## src/rtl/codec_slot_pkg.sv

```systemverilog
package codec_slot_pkg;

    typedef enum logic [2:0] {
        SEL_TX_ADDR = 3'd0,
        SEL_TX_DATA = 3'd1,
        SEL_RX_ADDR = 3'd2,
        SEL_RX_DATA = 3'd3,
        SEL_FLAGS   = 3'd4
    } slot_sel_e;

    // Bit 0 is the least significant field (declared last).
    typedef struct packed {
        logic rx2_valid;
        logic rx1_valid;
        logic rx2_busy;
        logic rx1_busy;
        logic tx_all_empty;
        logic tx2_empty;
        logic tx1_empty;
    } slot_flags_t;

    localparam int FLAG_W = $bits(slot_flags_t);

endpackage

```

## src/rtl/codec_slot_decode.sv

```systemverilog
module codec_slot_decode #(
    parameter int SEL_W = 3
) (
    input  logic             host_wr,
    input  logic [SEL_W-1:0] host_sel,
    output logic             wr_addr_slot,
    output logic             wr_data_slot
);
    import codec_slot_pkg::*;

    always_comb begin
        wr_addr_slot = host_wr && (host_sel == SEL_W'(SEL_TX_ADDR));
        wr_data_slot = host_wr && (host_sel == SEL_W'(SEL_TX_DATA));
    end

endmodule

```

## src/rtl/codec_slot_rdmux.sv

```systemverilog
module codec_slot_rdmux #(
    parameter int SEL_W  = 3,
    parameter int WORD_W = 32
) (
    input  logic [SEL_W-1:0]               sel,
    input  logic [WORD_W-1:0]              tx_addr,
    input  logic [WORD_W-1:0]              tx_data,
    input  logic [WORD_W-1:0]              rx_addr,
    input  logic [WORD_W-1:0]              rx_data,
    input  codec_slot_pkg::slot_flags_t    flags,
    output logic [WORD_W-1:0]              rdata
);
    import codec_slot_pkg::*;

    always_comb begin
        rdata = '0;
        case (sel)
            SEL_W'(SEL_TX_ADDR): rdata = tx_addr;
            SEL_W'(SEL_TX_DATA): rdata = tx_data;
            SEL_W'(SEL_RX_ADDR): rdata = rx_addr;
            SEL_W'(SEL_RX_DATA): rdata = rx_data;
            SEL_W'(SEL_FLAGS):   rdata = WORD_W'(flags);
            default:             rdata = '0;
        endcase
    end

endmodule

```

## src/rtl/codec_slot_cmd.sv

```systemverilog
module codec_slot_cmd #(
    parameter int SEL_W   = 3,
    parameter int WORD_W  = 32,
    parameter int IDX_W   = 7,
    parameter int VAL_W   = 16,
    parameter int RW_BIT  = 19,
    parameter int IDX_LSB = 12,
    parameter int VAL_LSB = 4
) (
    input  logic              clk,
    input  logic              rst_n,
    input  logic              host_wr,
    input  logic [SEL_W-1:0]  host_sel,
    input  logic [WORD_W-1:0] host_wdata,
    output logic [WORD_W-1:0] host_rdata,
    output logic              codec_req,
    output logic              codec_we,
    output logic [IDX_W-1:0]  codec_addr,
    output logic [VAL_W-1:0]  codec_wdata,
    input  logic              codec_ack,
    input  logic [VAL_W-1:0]  codec_rdata
);
    import codec_slot_pkg::*;

    localparam logic [WORD_W-1:0] RW_MASK = WORD_W'(1) << RW_BIT;

    typedef struct packed {
        logic [WORD_W-1:0] tx_addr;
        logic [WORD_W-1:0] tx_data;
        logic [WORD_W-1:0] rx_addr;
        logic [WORD_W-1:0] rx_data;
        logic              req;
        logic              we;
        logic [IDX_W-1:0]  idx;
        logic [VAL_W-1:0]  wval;
        slot_flags_t       flags;
    } state_t;

    state_t s_d, s_q;
    logic   wr_addr_slot, wr_data_slot, launch;
    logic [FLAG_W-1:0] flag_vec;

    codec_slot_decode #(.SEL_W(SEL_W)) u_decode (
        .host_wr      (host_wr),
        .host_sel     (host_sel),
        .wr_addr_slot (wr_addr_slot),
        .wr_data_slot (wr_data_slot)
    );

    always_comb begin
        s_d    = s_q;
        launch = wr_addr_slot && !s_q.req;

        if (wr_data_slot && !s_q.req) begin
            s_d.tx_data            = host_wdata;
            s_d.flags.tx2_empty    = 1'b0;
            s_d.flags.tx_all_empty = 1'b0;
        end

        if (launch) begin
            s_d.tx_addr            = host_wdata;
            s_d.flags.tx1_empty    = 1'b0;
            s_d.flags.tx_all_empty = 1'b0;
            s_d.req                = 1'b1;
            s_d.we                 = !host_wdata[RW_BIT];
            s_d.idx                = host_wdata[IDX_LSB +: IDX_W];
            s_d.wval               = s_q.tx_data[VAL_LSB +: VAL_W];
            if (host_wdata[RW_BIT]) begin
                s_d.flags.rx1_busy  = 1'b1;
                s_d.flags.rx2_busy  = 1'b1;
                s_d.flags.rx1_valid = 1'b0;
                s_d.flags.rx2_valid = 1'b0;
            end
        end

        if (s_q.req && codec_ack) begin
            s_d.req                = 1'b0;
            s_d.flags.tx1_empty    = 1'b1;
            s_d.flags.tx2_empty    = 1'b1;
            s_d.flags.tx_all_empty = 1'b1;
            if (!s_q.we) begin
                s_d.rx_addr                  = s_q.tx_addr & ~RW_MASK;
                s_d.rx_data                  = '0;
                s_d.rx_data[VAL_LSB +: VAL_W] = codec_rdata;
                s_d.flags.rx1_busy           = 1'b0;
                s_d.flags.rx2_busy           = 1'b0;
                s_d.flags.rx1_valid          = 1'b1;
                s_d.flags.rx2_valid          = 1'b1;
            end
        end
    end

    always_ff @(posedge clk) begin
        if (!rst_n) begin
            s_q                    <= '0;
            s_q.flags.tx1_empty    <= 1'b1;
            s_q.flags.tx2_empty    <= 1'b1;
            s_q.flags.tx_all_empty <= 1'b1;
        end else begin
            s_q <= s_d;
        end
    end

    codec_slot_rdmux #(.SEL_W(SEL_W), .WORD_W(WORD_W)) u_rdmux (
        .sel     (host_sel),
        .tx_addr (s_q.tx_addr),
        .tx_data (s_q.tx_data),
        .rx_addr (s_q.rx_addr),
        .rx_data (s_q.rx_data),
        .flags   (s_q.flags),
        .rdata   (host_rdata)
    );

    assign codec_req   = s_q.req;
    assign codec_we    = s_q.we;
    assign codec_addr  = s_q.idx;
    assign codec_wdata = s_q.wval;
    assign flag_vec    = s_q.flags;

endmodule

```

## config.mk

```make
export PLATFORM = sky130hd
export DESIGN_NAME = codec_slot_cmd
export DESIGN_NICKNAME = d
export VERILOG_FILES = /design/src/rtl/codec_slot_pkg.sv /design/src/rtl/codec_slot_decode.sv /design/src/rtl/codec_slot_rdmux.sv /design/src/rtl/codec_slot_cmd.sv
export SDC_FILE = /design/constraint.sdc
export NUM_CORES = 1
export LEC_CHECK = 0
export ABC_AREA = 1
export CAP_MARGIN = 30
export CORE_UTILIZATION = 31
export DETAILED_ROUTE_END_ITERATION = 16
export SETUP_SLACK_MARGIN = 0.4
export SLEW_MARGIN = 25
export SYNTH_ARGS = -nofsm -noshare
export SYNTH_HDL_FRONTEND = slang
export SYNTH_HIERARCHICAL = 1
export SYNTH_SLANG_ARGS = --single-unit
```

## constraint.sdc

```tcl
create_clock -name clk -period 1.4 [get_ports clk]
set_clock_uncertainty 0.15 [all_clocks]
set_input_delay 0.28 -clock clk [delete_from_list [all_inputs] [get_ports clk]]
set_output_delay 0.28 -clock clk [all_outputs]
set_load 0.01 [all_outputs]
```

* After elaboration in Yosys (flattened, before gate mapping)
Index checks and enable logic that the tools add are counted.
** Word-level totals
- Flip-flop bits (word level) :: 143
- Input bits :: 55
- Output and inout bits :: 57
- Word-level logic and storage cells :: 39
** Cells by class
- Equality and inequality tests :: 4
- Muxes and demuxes :: 7
- Bitwise logic cells :: 2
- Reduce and logical (&&, ||, !) cells :: 11
** Operator list (count)
- 32-bit one-hot mux with 5 select lines :: 1
- 4-bit 2-to-1 mux :: 2
- 7-bit 2-to-1 mux :: 1
- 3-bit by 2-bit equality test with 1-bit output (second input constant) :: 2
- 1-bit logical AND :: 5
- 5-bit 2-to-1 mux :: 1
- 3-bit by 1-bit equality test with 1-bit output (second input constant) :: 1
- 3-bit equality test (second input constant) :: 1
- 3-bit zero test :: 1
- 1-bit zero test :: 2
- 2-bit 2-to-1 mux :: 1
- 1-bit NOT :: 2
- 2-bit AND reduction :: 1
- 2-bit nonzero test :: 1
- 2-bit OR reduction :: 1
- 1-bit 2-to-1 mux :: 1

* Logic depth before layout (Yosys ltp)
Gate-level depths: netlist of the first run.
- Word-level depth :: 7
- Gate-level depth with buffers :: 9
- Depth with buffers taken out :: 7

* Hierarchy
The synthesis of the first run kept the hierarchy.
** By module, submodules not included
- codec_slot_cmd :: times used 1, cells each 702, area each 5119.9 sq um, seq. area each 2722.6 sq um
- codec_slot_rdmux :: times used 1, cells each 295, area each 1448.9 sq um, seq. area each 0.0 sq um
- codec_slot_decode :: times used 1, cells each 8, area each 30.0 sq um, seq. area each 0.0 sq um

* Worst setup path after synthesis of the first run
No wires, ideal clock.
- Path type :: in2out
- Start :: input host_sel[2]
- End :: output host_rdata[10]
- Data arrival time :: 1034 ps
- Data required time :: 970 ps
- Path slack :: -64 ps
- Stages on the path :: 7
- Path buffers :: 2
- Path through :: buf_4 -> inv_8 -> nand3_4 -> buf_6 -> o21ai_1 -> inv_1 -> nand2_1
** Between the ends
- Longest elaborated chain between the ends :: 2
- Elaborated cells between the ends (all ways) :: 6
- Those cells by class :: eq/ne (4); mux (1); reduce/logical (1)
** RTL lines
- start, declared :: RTL line codec_slot_cmd.sv:13 : input logic [SEL_W-1:0] host_sel,
- 3-bit equality test, or another cell as far along :: RTL line codec_slot_rdmux.sv:17 : case (sel)
- 32-bit one-hot mux with 5 select lines (*) :: RTL line codec_slot_rdmux.sv:17
- end, declared :: RTL line codec_slot_cmd.sv:15 : output logic [WORD_W-1:0] host_rdata,
Mark *: on every way between the ends. The rest lies on a longest branch, timed or not.

* Worst setup path after layout of the first run
- Start :: input host_sel[2]
- End :: output host_rdata[15]
Same word-level chain as after synthesis.

==> flow_metrics.env, run 1 <==
export IMPL_die_w_um=148
export IMPL_rsz0062_at_grt="yes"
export IMPL_place_area_sq_um=8760
export IMPL_r2r_slack_ns=-0.16
export IMPL_synth_warnings=6
export IMPL_die_h_um=148
export IMPL_synthAdderAreaFrac_pct=0
export IMPL_multi_input_area_sq_um=3760
export IMPL_drtPass1Iterations=5
export IMPL_start_util_pct=31.5
export IMPL_yosys_top_cells_area="dfxtp_1 (41%), nor2_1 (16%), nand2_1 (8.8%)"
export IMPL_syn2layout_area_growth_pct=78.8
export IMPL_root_buffer="clkbuf_16"
export IMPL_max_freq_mhz=537
export IMPL_ys_seq_area_share_pct=41.3
export IMPL_finalSetupViolations=133
export IMPL_hold_class="primary input to register"
export IMPL_seq_area_sq_um=2770
export IMPL_max_clock_path_buffers=2
export IMPL_synth_compound_area_share_pct=11.7
export IMPL_overflow=0
export IMPL_leakagePower_nw=5.23
export IMPL_fin_crit_sh_pct=133
export IMPL_endpoint_kind="output port"
export IMPL_yosys_cell_types_count=22
export IMPL_synthMuxAreaShare_pct=0
export IMPL_diodes=0
export IMPL_most_common_layout_cells="nor2_1 (229), inv_1 (131), dfxtp_1 (111)"
export IMPL_layout_commonest_cell="nor2_1"
export IMPL_cts_num_sinks=136
export IMPL_clkTransAtPathRegs_ns=0.06
export IMPL_slew_viol_final=0
export IMPL_worstPathArrival_ns=1.43
export IMPL_dp_final_hpwl_mm=13.4
export IMPL_numCtsBuffers=17
export IMPL_status="complete, but fails checks"
export IMPL_final_hold_viol_count=0
export IMPL_vias_per_cell=4.63
export IMPL_vias=7162
export IMPL_maxCapViolations=0
export IMPL_synth_xor_area_share_pct=0
export IMPL_io_pins=112
export IMPL_postSynthCellCount=1005
export IMPL_die_area_sq_um=21900
export IMPL_drt_iter0_markers=418
export IMPL_antenna_found_initial=0
export IMPL_grt_usage_pct=20.8
export IMPL_grt_pass1_wl_mm=34.9
export IMPL_synth_avg_cell_area_sq_um=6.57
export IMPL_synth_seq_cells=136
export IMPL_hp_start="rst_n"
export IMPL_synth_top_family_by_area="simple AND/OR/NAND/NOR gates"
export IMPL_coreArea_sq_um=21000
export IMPL_whs_ns=0.199
export IMPL_grt_max_degree=53
export IMPL_setup_slack_ns=-0.463
export IMPL_antenna_left=0
export IMPL_drcViolationCount=0
export IMPL_cts_tree="done"
export IMPL_gp_congestion=0.773
export IMPL_required_ns=0.97
export IMPL_hold_buffers=0
export IMPL_cp_max_fo=6
export IMPL_startpoint="host_sel[2]"
export IMPL_row_count=53
export IMPL_yosys_area_top_type="dfxtp_1"
export IMPL_min_period_ns=1.86
export IMPL_fillerInstances=1815
export IMPL_path_class="primary input to output port"
export IMPL_htree_levels=4
export IMPL_yosys_area_top_type_share_pct=41.3
export IMPL_violations="negative setup slack"
export IMPL_power_density_nw_per_um2=897
export IMPL_grt_pass1_vias=6733
export IMPL_critical_path_startpoint_type="primary input"
export IMPL_peakVddDrop_mv=0.659
export IMPL_fin_nets=1315
export IMPL_routed_wl_mm=25.1
export IMPL_yosys_area_share_simple_pct=30.5
export IMPL_synth_area_sq_um=6600
export IMPL_reg2reg_from="codec_req$_SDFFE_PP0N_"
export IMPL_drt_wirelength_per_cell_um=16.2
export IMPL_drive_gt1_share_pct=43.4
export IMPL_finalInstanceArea_sq_um=11800
export IMPL_clk_latency_ns=0.42
export IMPL_port_buffers=111
[cells by family after synthesis]
group / count (synthesis)
compound gates: 140
buf+inv: 226
flops: 136
other cells: 1
simple gates: 502
[cells in the mapped netlist, drive strengths merged]
cell type / number
nor2: 290
nand2: 156
inv: 146
dfxtp: 136
o21ai: 107
buf: 65
nand3: 45
a21oi: 32
clkbuf: 15
nand4: 11
conb: 1
o21a: 1
[final timing paths]
check        cells past startpoint                     endpoint
max                             10               host_rdata[15]
min                              4  codec_wdata[5]$_SDFFE_PN0N_
max reg2reg                      9        s_q[118]$_SDFFE_PN0P_
min reg2reg                      2        s_q[117]$_SDFFE_PN0P_
[layer usage]
layer	vias to the layer above	wire length, um	GRT usage [%]
met5	-	0	0
met4	0	586	8.14
met3	40	1520	4.20
met2	238	12200	34.8
met1	3341	10900	26.1
li1	3543	-	-
[state kept, by name (all words and copies together) (netlist names)]
name / count
codec_req: 1
codec_wdata: 16
codec_we: 1
flag_vec: 7
s_q: 111
[per-stage QoR]
stage	setup slack (ns)	TNS (ns)	total power [mW]	util, %	instances
final	-0.463	-17.76	10.6	56.3	1548
after CTS	-0.428	-13.13	10.4	51.6	1510
after global placement	-1.21	-107.30	5.31	41.8	1424
after global routing	-0.473	-23.85	10.9	56.3	1548
after floorplan	-0.0169	-0.0784	4.75	-	1021
after detailed placement	-1.20	-109.05	5.32	41.8	1424
[where the power goes]
group	switching, mW	leakage [nW]	internal [mW]
Combinational	0.831	3.81	0.870
Sequential	0.0823	1.12	3.99
Clock	1.83	0.296	2.98
[critical path, cell delays in order]
cell     delay (ns)
buf_6          0.09
buf_6          0.12
inv_12         0.05
buf_12         0.10
nand3_4        0.17
buf_12         0.21
o21ai_4        0.17
inv_2          0.06
nand2_2        0.07
buf_6          0.10
[repair_timing]
| action | CTS | global route |
|---|---|---|
| setup buffers | 39 | 24 |
| cloned | 15 | 14 |
| resized for setup | 503 | 150 |
| pin swaps | 71 | 46 |
| endpoints found under the setup margin | 193 | 193 |
[area by class of cell]
class | count | share of cell area, %
tap | 275 | 2.92
inverter | 146 | 5.43
multi-input combinational | 659 | 31.9
timing repair buffer | 299 | 30.8
clock inverter | 15 | 1.71
sequential | 136 | 23.5
timing repair inverter | 1 | 0.138
clock buffer | 17 | 3.61
Note: power is estimated with default switching activity, not from simulation.
==> run 2: changes to the inputs <==
- CORE_MARGIN: default -> 1
==> results of run 2 <==
Same layout as run 1: the final DEF is identical, and so are final timing and power.
